### src/rtl/ring_dma_pkg.sv
package ring_dma_pkg;
  localparam logic [7:0] REG_FLAG   = 8'h00;
  localparam logic [7:0] REG_IMASK  = 8'h04;
  localparam logic [7:0] REG_RUN    = 8'h08;
  localparam logic [7:0] REG_WRST   = 8'h0C;
  localparam logic [7:0] REG_HALT   = 8'h10;
  localparam logic [7:0] REG_DRAIN  = 8'h14;
  localparam logic [7:0] REG_BASE   = 8'h1C;
  localparam logic [7:0] REG_SIZE   = 8'h24;
  localparam logic [7:0] REG_LEVEL  = 8'h28;
  localparam logic [7:0] REG_WPTR   = 8'h2C;
  localparam logic [7:0] REG_RPTR   = 8'h30;
  localparam logic [7:0] REG_FILL   = 8'h3C;
  localparam logic [7:0] REG_SPACE  = 8'h40;
  localparam logic [7:0] REG_DBG    = 8'h50;
  localparam logic [7:0] REG_HIADDR = 8'h54;

  typedef enum logic [2:0] {
    MV_IDLE    = 3'd0,
    MV_RD_REQ  = 3'd1,
    MV_RD_WAIT = 3'd2,
    MV_TX_SEND = 3'd3,
    MV_WR_REQ  = 3'd4
  } mv_state_e;
endpackage

### src/rtl/ring_dma_level.sv
module ring_dma_level #(
  parameter int OFS_W = 16
) (
  input  logic [OFS_W:0] wr_ptr,
  input  logic [OFS_W:0] rd_ptr,
  input  logic [OFS_W:0] ring_len,
  output logic [OFS_W:0] fill_cnt,
  output logic [OFS_W:0] space_cnt
);
  logic [OFS_W:0] wofs, rofs;

  always_comb begin
    wofs = {1'b0, wr_ptr[OFS_W-1:0]};
    rofs = {1'b0, rd_ptr[OFS_W-1:0]};
    if (wr_ptr[OFS_W] != rd_ptr[OFS_W]) fill_cnt = wofs + ring_len - rofs;
    else                                fill_cnt = wofs - rofs;
    space_cnt = ring_len - fill_cnt;
  end
endmodule

### src/rtl/ring_dma_mover.sv
module ring_dma_mover
  import ring_dma_pkg::*;
#(
  parameter int OFS_W  = 16,
  parameter int BASE_W = 32,
  parameter int BYTE_W = 8,
  localparam int ADDR_W = BASE_W + 1
) (
  input  logic              clk,
  input  logic              rst_n,
  input  logic              rx_mode,
  input  logic              run,
  input  logic [OFS_W:0]    fill_cnt,
  input  logic [OFS_W:0]    space_cnt,
  input  logic [OFS_W:0]    rd_ptr,
  input  logic [OFS_W:0]    wr_ptr,
  input  logic [BASE_W-1:0] base_addr,
  input  logic              hi_bit,
  output logic              mem_req_valid,
  input  logic              mem_req_ready,
  output logic              mem_req_we,
  output logic [ADDR_W-1:0] mem_req_addr,
  output logic [BYTE_W-1:0] mem_req_wdata,
  input  logic              mem_rsp_valid,
  input  logic [BYTE_W-1:0] mem_rsp_data,
  output logic              tx_valid,
  input  logic              tx_ready,
  output logic [BYTE_W-1:0] tx_data,
  input  logic              rx_valid,
  output logic              rx_ready,
  input  logic [BYTE_W-1:0] rx_data,
  output logic              adv_rd,
  output logic              adv_wr,
  output logic              busy,
  output logic [2:0]        state_code
);
  mv_state_e           state_q, state_d;
  logic [ADDR_W-1:0]   addr_q, addr_d;
  logic [BYTE_W-1:0]   byte_q, byte_d;
  logic                tx_start;

  function automatic logic [ADDR_W-1:0] mk_addr(input logic hb, input logic [BASE_W-1:0] b,
                                                input logic [OFS_W:0] p);
    logic [BASE_W-1:0] lo;
    lo = b + BASE_W'(p[OFS_W-1:0]);
    return {hb, lo};
  endfunction

  assign tx_start = run && !rx_mode && (fill_cnt != '0);
  assign rx_ready = (state_q == MV_IDLE) && run && rx_mode && (space_cnt != '0);

  always_comb begin
    state_d = state_q;
    addr_d  = addr_q;
    byte_d  = byte_q;
    adv_rd  = 1'b0;
    adv_wr  = 1'b0;
    unique case (state_q)
      MV_IDLE: begin
        if (tx_start) begin
          addr_d  = mk_addr(hi_bit, base_addr, rd_ptr);
          state_d = MV_RD_REQ;
        end else if (rx_valid && rx_ready) begin
          addr_d  = mk_addr(hi_bit, base_addr, wr_ptr);
          byte_d  = rx_data;
          state_d = MV_WR_REQ;
        end
      end
      MV_RD_REQ:  if (mem_req_ready) state_d = MV_RD_WAIT;
      MV_RD_WAIT: if (mem_rsp_valid) begin
        byte_d  = mem_rsp_data;
        state_d = MV_TX_SEND;
      end
      MV_TX_SEND: if (tx_ready) begin
        adv_rd  = 1'b1;
        state_d = MV_IDLE;
      end
      MV_WR_REQ: if (mem_req_ready) begin
        adv_wr  = 1'b1;
        state_d = MV_IDLE;
      end
      default: state_d = MV_IDLE;
    endcase
  end

  always_ff @(posedge clk or negedge rst_n) begin
    if (!rst_n) begin
      state_q <= MV_IDLE;
      addr_q  <= '0;
      byte_q  <= '0;
    end else begin
      state_q <= state_d;
      addr_q  <= addr_d;
      byte_q  <= byte_d;
    end
  end

  assign mem_req_valid = (state_q == MV_RD_REQ) || (state_q == MV_WR_REQ);
  assign mem_req_we    = (state_q == MV_WR_REQ);
  assign mem_req_addr  = addr_q;
  assign mem_req_wdata = byte_q;
  assign tx_valid      = (state_q == MV_TX_SEND);
  assign tx_data       = byte_q;
  assign busy          = (state_q != MV_IDLE);
  assign state_code    = state_q;
endmodule

### src/rtl/ring_dma_regs.sv
module ring_dma_regs
  import ring_dma_pkg::*;
#(
  parameter int OFS_W  = 16,
  parameter int BASE_W = 32,
  parameter int CSR_AW = 8,
  parameter int CSR_DW = 32
) (
  input  logic              clk,
  input  logic              rst_n,
  input  logic              rx_mode,
  input  logic              csr_we,
  input  logic [CSR_AW-1:0] csr_addr,
  input  logic [CSR_DW-1:0] csr_wdata,
  output logic [CSR_DW-1:0] csr_rdata,
  input  logic              adv_rd,
  input  logic              adv_wr,
  input  logic              eng_busy,
  input  logic [2:0]        eng_state,
  input  logic [OFS_W:0]    fill_cnt,
  input  logic [OFS_W:0]    space_cnt,
  output logic [OFS_W:0]    wr_ptr,
  output logic [OFS_W:0]    rd_ptr,
  output logic [OFS_W:0]    ring_len,
  output logic [BASE_W-1:0] base_addr,
  output logic              hi_bit,
  output logic              run,
  output logic              irq
);
  localparam int PW = OFS_W + 1;

  logic [1:0]        imask_q;
  logic              en_q, halt_q, drain_q, flag_q, hi_q;
  logic [BASE_W-1:0] base_q;
  logic [OFS_W:0]    len_q, level_q, wptr_q, rptr_q;
  logic              wrst, cond, clr;

  function automatic logic [OFS_W:0] ptr_step(input logic [OFS_W:0] p, input logic [OFS_W:0] len);
    logic [OFS_W:0] n;
    n = {1'b0, p[OFS_W-1:0]} + PW'(1);
    if (n >= len) return {~p[OFS_W], {OFS_W{1'b0}}};
    return {p[OFS_W], n[OFS_W-1:0]};
  endfunction

  function automatic logic hit(input logic we, input logic [CSR_AW-1:0] a, input logic [7:0] r);
    return we && (a == CSR_AW'(r));
  endfunction

  assign wrst = hit(csr_we, csr_addr, REG_WRST) && csr_wdata[0];
  assign cond = en_q && (rx_mode ? ((imask_q != 2'b00) && (fill_cnt >= level_q))
                                 : (imask_q[0] && (space_cnt >= level_q)));
  assign clr  = hit(csr_we, csr_addr, REG_FLAG) && (!rx_mode || (csr_wdata[1:0] == 2'b11));

  always_ff @(posedge clk or negedge rst_n) begin
    if (!rst_n) begin
      imask_q <= '0;
      en_q    <= 1'b0;
      halt_q  <= 1'b0;
      drain_q <= 1'b0;
      flag_q  <= 1'b0;
      hi_q    <= 1'b0;
      base_q  <= '0;
      len_q   <= '0;
      level_q <= '0;
      wptr_q  <= '0;
      rptr_q  <= '0;
    end else if (wrst) begin
      en_q    <= 1'b0;
      halt_q  <= 1'b0;
      drain_q <= 1'b0;
      flag_q  <= 1'b0;
      wptr_q  <= '0;
      rptr_q  <= '0;
    end else begin
      if (hit(csr_we, csr_addr, REG_IMASK))  imask_q <= csr_wdata[1:0];
      if (hit(csr_we, csr_addr, REG_BASE))   base_q  <= csr_wdata[BASE_W-1:0];
      if (hit(csr_we, csr_addr, REG_SIZE))   len_q   <= csr_wdata[OFS_W:0];
      if (hit(csr_we, csr_addr, REG_LEVEL))  level_q <= csr_wdata[OFS_W:0];
      if (hit(csr_we, csr_addr, REG_HIADDR)) hi_q    <= csr_wdata[0];
      if (hit(csr_we, csr_addr, REG_HALT))   halt_q  <= csr_wdata[0];

      if (halt_q && !eng_busy) en_q <= 1'b0;
      else if (hit(csr_we, csr_addr, REG_RUN) && csr_wdata[0] && !halt_q) en_q <= 1'b1;

      if (hit(csr_we, csr_addr, REG_DRAIN) && csr_wdata[0] && !rx_mode) drain_q <= 1'b1;
      else if (drain_q && (fill_cnt == '0) && !eng_busy)               drain_q <= 1'b0;

      if (clr)       flag_q <= 1'b0;
      else if (cond) flag_q <= 1'b1;

      if (hit(csr_we, csr_addr, REG_WPTR) && (!rx_mode || !en_q)) wptr_q <= csr_wdata[OFS_W:0];
      else if (adv_wr) wptr_q <= ptr_step(wptr_q, len_q);

      if (hit(csr_we, csr_addr, REG_RPTR) && (rx_mode || !en_q)) rptr_q <= csr_wdata[OFS_W:0];
      else if (adv_rd) rptr_q <= ptr_step(rptr_q, len_q);
    end
  end

  always_comb begin
    csr_rdata = '0;
    unique case (csr_addr)
      CSR_AW'(REG_FLAG):   csr_rdata[0]     = flag_q;
      CSR_AW'(REG_IMASK):  csr_rdata[1:0]   = imask_q;
      CSR_AW'(REG_RUN):    csr_rdata[0]     = en_q;
      CSR_AW'(REG_HALT):   csr_rdata[0]     = halt_q;
      CSR_AW'(REG_DRAIN):  csr_rdata[0]     = drain_q;
      CSR_AW'(REG_BASE):   csr_rdata[BASE_W-1:0] = base_q;
      CSR_AW'(REG_SIZE):   csr_rdata[OFS_W:0] = len_q;
      CSR_AW'(REG_LEVEL):  csr_rdata[OFS_W:0] = level_q;
      CSR_AW'(REG_WPTR):   csr_rdata[OFS_W:0] = wptr_q;
      CSR_AW'(REG_RPTR):   csr_rdata[OFS_W:0] = rptr_q;
      CSR_AW'(REG_FILL):   csr_rdata[OFS_W:0] = fill_cnt;
      CSR_AW'(REG_SPACE):  csr_rdata[OFS_W:0] = space_cnt;
      CSR_AW'(REG_DBG):    csr_rdata[3:0]   = {eng_busy, eng_state};
      CSR_AW'(REG_HIADDR): csr_rdata[0]     = hi_q;
      default:             csr_rdata        = '0;
    endcase
  end

  assign wr_ptr    = wptr_q;
  assign rd_ptr    = rptr_q;
  assign ring_len  = len_q;
  assign base_addr = base_q;
  assign hi_bit    = hi_q;
  assign run       = en_q && !halt_q;
  assign irq       = flag_q;
endmodule

### src/rtl/ring_dma_channel.sv
module ring_dma_channel #(
  parameter int OFS_W  = 16,
  parameter int BASE_W = 32,
  parameter int BYTE_W = 8,
  parameter int CSR_AW = 8,
  parameter int CSR_DW = 32,
  localparam int ADDR_W = BASE_W + 1
) (
  input  logic              clk,
  input  logic              rst_n,
  input  logic              rx_mode,
  input  logic              csr_we,
  input  logic [CSR_AW-1:0] csr_addr,
  input  logic [CSR_DW-1:0] csr_wdata,
  output logic [CSR_DW-1:0] csr_rdata,
  output logic              mem_req_valid,
  input  logic              mem_req_ready,
  output logic              mem_req_we,
  output logic [ADDR_W-1:0] mem_req_addr,
  output logic [BYTE_W-1:0] mem_req_wdata,
  input  logic              mem_rsp_valid,
  input  logic [BYTE_W-1:0] mem_rsp_data,
  output logic              tx_valid,
  input  logic              tx_ready,
  output logic [BYTE_W-1:0] tx_data,
  input  logic              rx_valid,
  output logic              rx_ready,
  input  logic [BYTE_W-1:0] rx_data,
  output logic              irq
);
  logic [OFS_W:0]    wr_ptr, rd_ptr, ring_len, valid_sz, left_sz;
  logic [BASE_W-1:0] base_addr;
  logic              hi_bit, run, adv_rd, adv_wr, busy;
  logic [2:0]        state_code;

  ring_dma_level #(.OFS_W(OFS_W)) level_i (
    .wr_ptr(wr_ptr), .rd_ptr(rd_ptr), .ring_len(ring_len),
    .fill_cnt(valid_sz), .space_cnt(left_sz)
  );

  ring_dma_regs #(.OFS_W(OFS_W), .BASE_W(BASE_W), .CSR_AW(CSR_AW), .CSR_DW(CSR_DW)) regs_i (
    .clk(clk), .rst_n(rst_n), .rx_mode(rx_mode),
    .csr_we(csr_we), .csr_addr(csr_addr), .csr_wdata(csr_wdata), .csr_rdata(csr_rdata),
    .adv_rd(adv_rd), .adv_wr(adv_wr), .eng_busy(busy), .eng_state(state_code),
    .fill_cnt(valid_sz), .space_cnt(left_sz),
    .wr_ptr(wr_ptr), .rd_ptr(rd_ptr), .ring_len(ring_len),
    .base_addr(base_addr), .hi_bit(hi_bit), .run(run), .irq(irq)
  );

  ring_dma_mover #(.OFS_W(OFS_W), .BASE_W(BASE_W), .BYTE_W(BYTE_W)) mover_i (
    .clk(clk), .rst_n(rst_n), .rx_mode(rx_mode), .run(run),
    .fill_cnt(valid_sz), .space_cnt(left_sz), .rd_ptr(rd_ptr), .wr_ptr(wr_ptr),
    .base_addr(base_addr), .hi_bit(hi_bit),
    .mem_req_valid(mem_req_valid), .mem_req_ready(mem_req_ready), .mem_req_we(mem_req_we),
    .mem_req_addr(mem_req_addr), .mem_req_wdata(mem_req_wdata),
    .mem_rsp_valid(mem_rsp_valid), .mem_rsp_data(mem_rsp_data),
    .tx_valid(tx_valid), .tx_ready(tx_ready), .tx_data(tx_data),
    .rx_valid(rx_valid), .rx_ready(rx_ready), .rx_data(rx_data),
    .adv_rd(adv_rd), .adv_wr(adv_wr), .busy(busy), .state_code(state_code)
  );
endmodule

### config.mk
export PLATFORM = sky130hd
export DESIGN_NAME = ring_dma_channel
export DESIGN_NICKNAME = d
export VERILOG_FILES = /design/src/rtl/ring_dma_pkg.sv /design/src/rtl/ring_dma_level.sv /design/src/rtl/ring_dma_mover.sv /design/src/rtl/ring_dma_regs.sv /design/src/rtl/ring_dma_channel.sv
export SDC_FILE = /design/constraint.sdc
export NUM_CORES = 1
export LEC_CHECK = 0
export BUFFER_PORTS_ARGS = -buffer_cell sky130_fd_sc_hd__buf_2
export CAP_MARGIN = 20
export CORE_UTILIZATION = 45
export CTS_BUF_LIST = sky130_fd_sc_hd__clkbuf_4 sky130_fd_sc_hd__clkbuf_8 sky130_fd_sc_hd__clkbuf_16
export DETAILED_ROUTE_END_ITERATION = 10
export PLACE_DENSITY = 0.63
export REMOVE_ABC_BUFFERS = 1
export SLEW_MARGIN = 5
export SYNTH_ARGS = -nofsm -noshare
export SYNTH_HDL_FRONTEND = slang
export SYNTH_HIERARCHICAL = 1
export SYNTH_SLANG_ARGS = --single-unit
### constraint.sdc
create_clock -name clk -period 8.8 [get_ports clk]
set_input_delay 1.76 -clock clk [delete_from_list [all_inputs] [get_ports clk]]
set_output_delay 1.76 -clock clk [all_outputs]
set_load 0.1 [all_outputs]
==> flow_metrics.tcl <==
set metrics [dict create \
    worst_slack_ns 0.551 \
    fin_crit_sh_pct 93.7 \
    required_ns 7.04 \
    setup_violations 0 \
    cts_sinks 151 \
    grt_pass1_vias 12201 \
    drc_errors 0 \
    skew_ns 0.00980 \
    die_w_um 178 \
    final_nets 1872 \
    cts_tree "yes" \
    synth_edf_count 0 \
    endpoint_kind "output port" \
    n_antenna_cell 0 \
    wl_mm 46.1 \
    synth_area_leaders "dfrtp_1 27%, ha_1 12%, mux2_2 4.6%" \
    final_area_um2 15600 \
    ir_drop_uv 249 \
    grt_overflow_total 0 \
    vias 12538 \
    ys_async_sr_fraction_pct 100 \
    worstMarginPinSlew_ns 1.10 \
    yosys.area.top_type "dfrtp_1" \
    htreeDepth 4 \
    area_delta_synth_final_pct 11.2 \
    hold_buffers 0 \
    dieArea_um2 31800 \
    layout_commonest_cell "dfrtp_1" \
    antenna_found_initial 0 \
    fin_util_pct 50.9 \
    r2r_cells 25 \
    path_max_fanout 9 \
    ant_nets 0 \
    port_buffers 149 \
    worstHoldPathCells 1 \
    route.detailed.wl_per_inst_um 22.4 \
    avgSynthCellArea_um2 9.12 \
    startpoint_type "flip-flop" \
    outcome "finished, final reports clean" \
    p_per_area_nw_per_um2 346 \
    die_h_um 178 \
    fmax_mhz 121 \
    crit_start "regs_i/wr_ptr[1]" \
    clkTransAtPathRegs_ns 0.06 \
    start_util_pct 45.8 \
    slew_headroom_pct 26.1 \
    hold_viol 0 \
    cts_post_setup_buffers_inserted 0 \
    cts_root_buf "clkbuf_16" \
    ios 150 \
    drive_gt1_share_pct 18.3 \
    crit_arrival_ns 6.49 \
    routed_via_density 6.09 \
    firstDrtPassIters 6 \
    r2r_start "regs_i/wr_ptr[2]" \
    numCtsBuffers 17 \
    drtIter0Drc 1173 \
    place_ws_ns 1.11 \
    slew_violations 0 \
    coreArea_um2 30600 \
    rows 64 \
    netlist.area_leader.share_pct 27.0 \
    yosysWarnings 6 \
    grt_max_degree 91 \
    hp-class "flip-flop to flip-flop" \
    post_cts.resized_instances 0 \
    syn_area_um2 14000 \
    finalSetupTns_ns 0 \
    dp_hpwl_mm 36.2 \
    p_leak_uw 0.00753 \
    synth_cells 1536 \
    finalWeightedCongestion 1.03 \
    synth.distinct_cells 98 \
    crit_type "flip-flop to output port" \
    ys_ff_latch 151 \
    grt_pass1_wl_mm 71.2 \
    grt.total_usage_pct 29.7 \
    rsz0062_at_grt "false" \
    final_cell_mix "151 x dfrtp_1, 148 x buf_2, 142 x inv_1" \
    clock_latency_ns 0.44 \
    synthFlopType "dfrtp_1" \
    cap_violations 0 \
    cts_buffer_depth 2 \
    hold_start "mover_i/mem_req_addr[3]" \
    place_area_um2 14900 \
    ys_seq_area_share_pct 27.0 \
    layout_min_cycle_time_ns 8.25 \
]
[stage by stage]
step / instances / hold WS (ns) / power, uW
6_report: 2060 / 0.490 / 5390
4_1_cts: 2058 / 0.498 / 5350
5_1_grt: 2060 / 0.527 / 5710
3_5_place_dp: 2029 / 0.477 / 4520
3_3_place_gp: 2029 / 0.469 / 4480
2_1_floorplan: 1477 / 0.475 / 3580
[cell families after synthesis]
| kind of cell | Yosys count | synth area share, % |
|---|---|---|
| and+or+nand+nor | 429 | 16.8 |
| buffers and inverters | 204 | 6.70 |
| DFF | 151 | 27.0 |
| adders and majority gates | 154 | 14.8 |
| xor gates and xnor gates | 104 | 6.55 |
| muxes | 118 | 9.64 |
| AOI/OAI and AO/OA | 376 | 18.6 |
[report_power, final]
| group | total (uW) | internal, uW | switching, uW |
|---|---|---|---|
| combinational | 3570 | 1090 | 2480 |
| sequential | 999 | 821 | 178 |
| clock | 824 | 509 | 315 |
[sequential cells by signal, summed over array words and instances (netlist names)]
name,cells
mover_i/mem_req_addr,33
regs_i/base_addr,32
regs_i/level_q,17
regs_i/rd_ptr,17
regs_i/ring_len,17
regs_i/wr_ptr,17
mover_i/mem_req_wdata,8
mover_i/state_code,3
regs_i/imask_q,2
regs_i/drain_q,1
regs_i/en_q,1
regs_i/halt_q,1
regs_i/hi_bit,1
regs_i/irq,1
[final timing paths]
| kind | slack, ns | endpoint |
|---|---|---|
| setup / recovery | 0.55 | rx_ready |
| hold / removal | 0.49 | mover_i/mem_req_addr[3] |
| setup reg to reg | 1.50 | mover_i/mem_req_addr[31] |
| hold reg to reg | 0.49 | mover_i/mem_req_addr[3] |
| max in group asynchronous | 5.96 | regs_i/level_q[8] |
| min in group asynchronous | 1.42 | regs_i/base_addr[24] |
[cell usage after synthesis (all sizes together), types with 5 or more instances]
cell and n:
nor2 98, a222oi 15, a21o 40, inv 145, o31ai 9, and3 39, a211oi 10, clkbuf 22
nand3 65, nor2b 13, ha 135, a31oi 9, fa 19, a22o 8, nor4 18, or2 6
mux2i 7, a22oi 46, o21bai 6, a21oi 108, xor2 43, nand2 104, mux2 111, o21a 11
xnor2 61, a221o 6, nand4 17, dfrtp 151, nor3 22, nor3b 7, buf 37, or3 6
and2 7, o211ai 8, nand2b 8, o21ai 54, a31o 5, and4 5, a221oi 5
[layer usage]
| metal | vias up | GRT usage (%) | share of wire, % |
|---|---|---|---|
| li1 | 5790 | - | - |
| met4 | 0 | 12.9 | 3.9 |
| met1 | 6076 | 40.2 | 43 |
| met3 | 104 | 4.67 | 8.0 |
| met2 | 568 | 46.7 | 45 |
| met5 | - | 0 | 0 |
[area by class of cell]
| cell class | instances | area, um2 |
|---|---|---|
| flip-flops and latches | 151 | 3780 |
| well taps | 396 | 495 |
| inverters | 145 | 544 |
| repair buffers | 158 | 820 |
| clock inverters | 11 | 198 |
| multi-input cells | 1181 | 9310 |
| clock buffers | 18 | 439 |
| fillers | 2910 | 15000 |
[worst max-delay path, cell delays in order (launching register included)]
cell      delay (ns)
dfrtp_1         0.61
inv_1           0.12
fa_1            0.62
inv_1           0.06
ha_1            0.28
a21o_1          0.18
a21oi_1         0.28
o21ai_1         0.10
and3_1          0.22
o221ai_1        0.28
o21ai_1         0.13
and2_1          0.19
nor2_1          0.20
mux2i_1         0.13
ha_1            0.36
a21o_1          0.20
a21oi_1         0.28
a21boi_0        0.14
o21ai_0         0.20
o31ai_1         0.10
o211ai_1        0.11
xnor2_1         0.19
nor4_2          0.18
nand4_1         0.14
o41a_4          0.42
buf_2           0.31
Power figures use the tool's default switching activity.
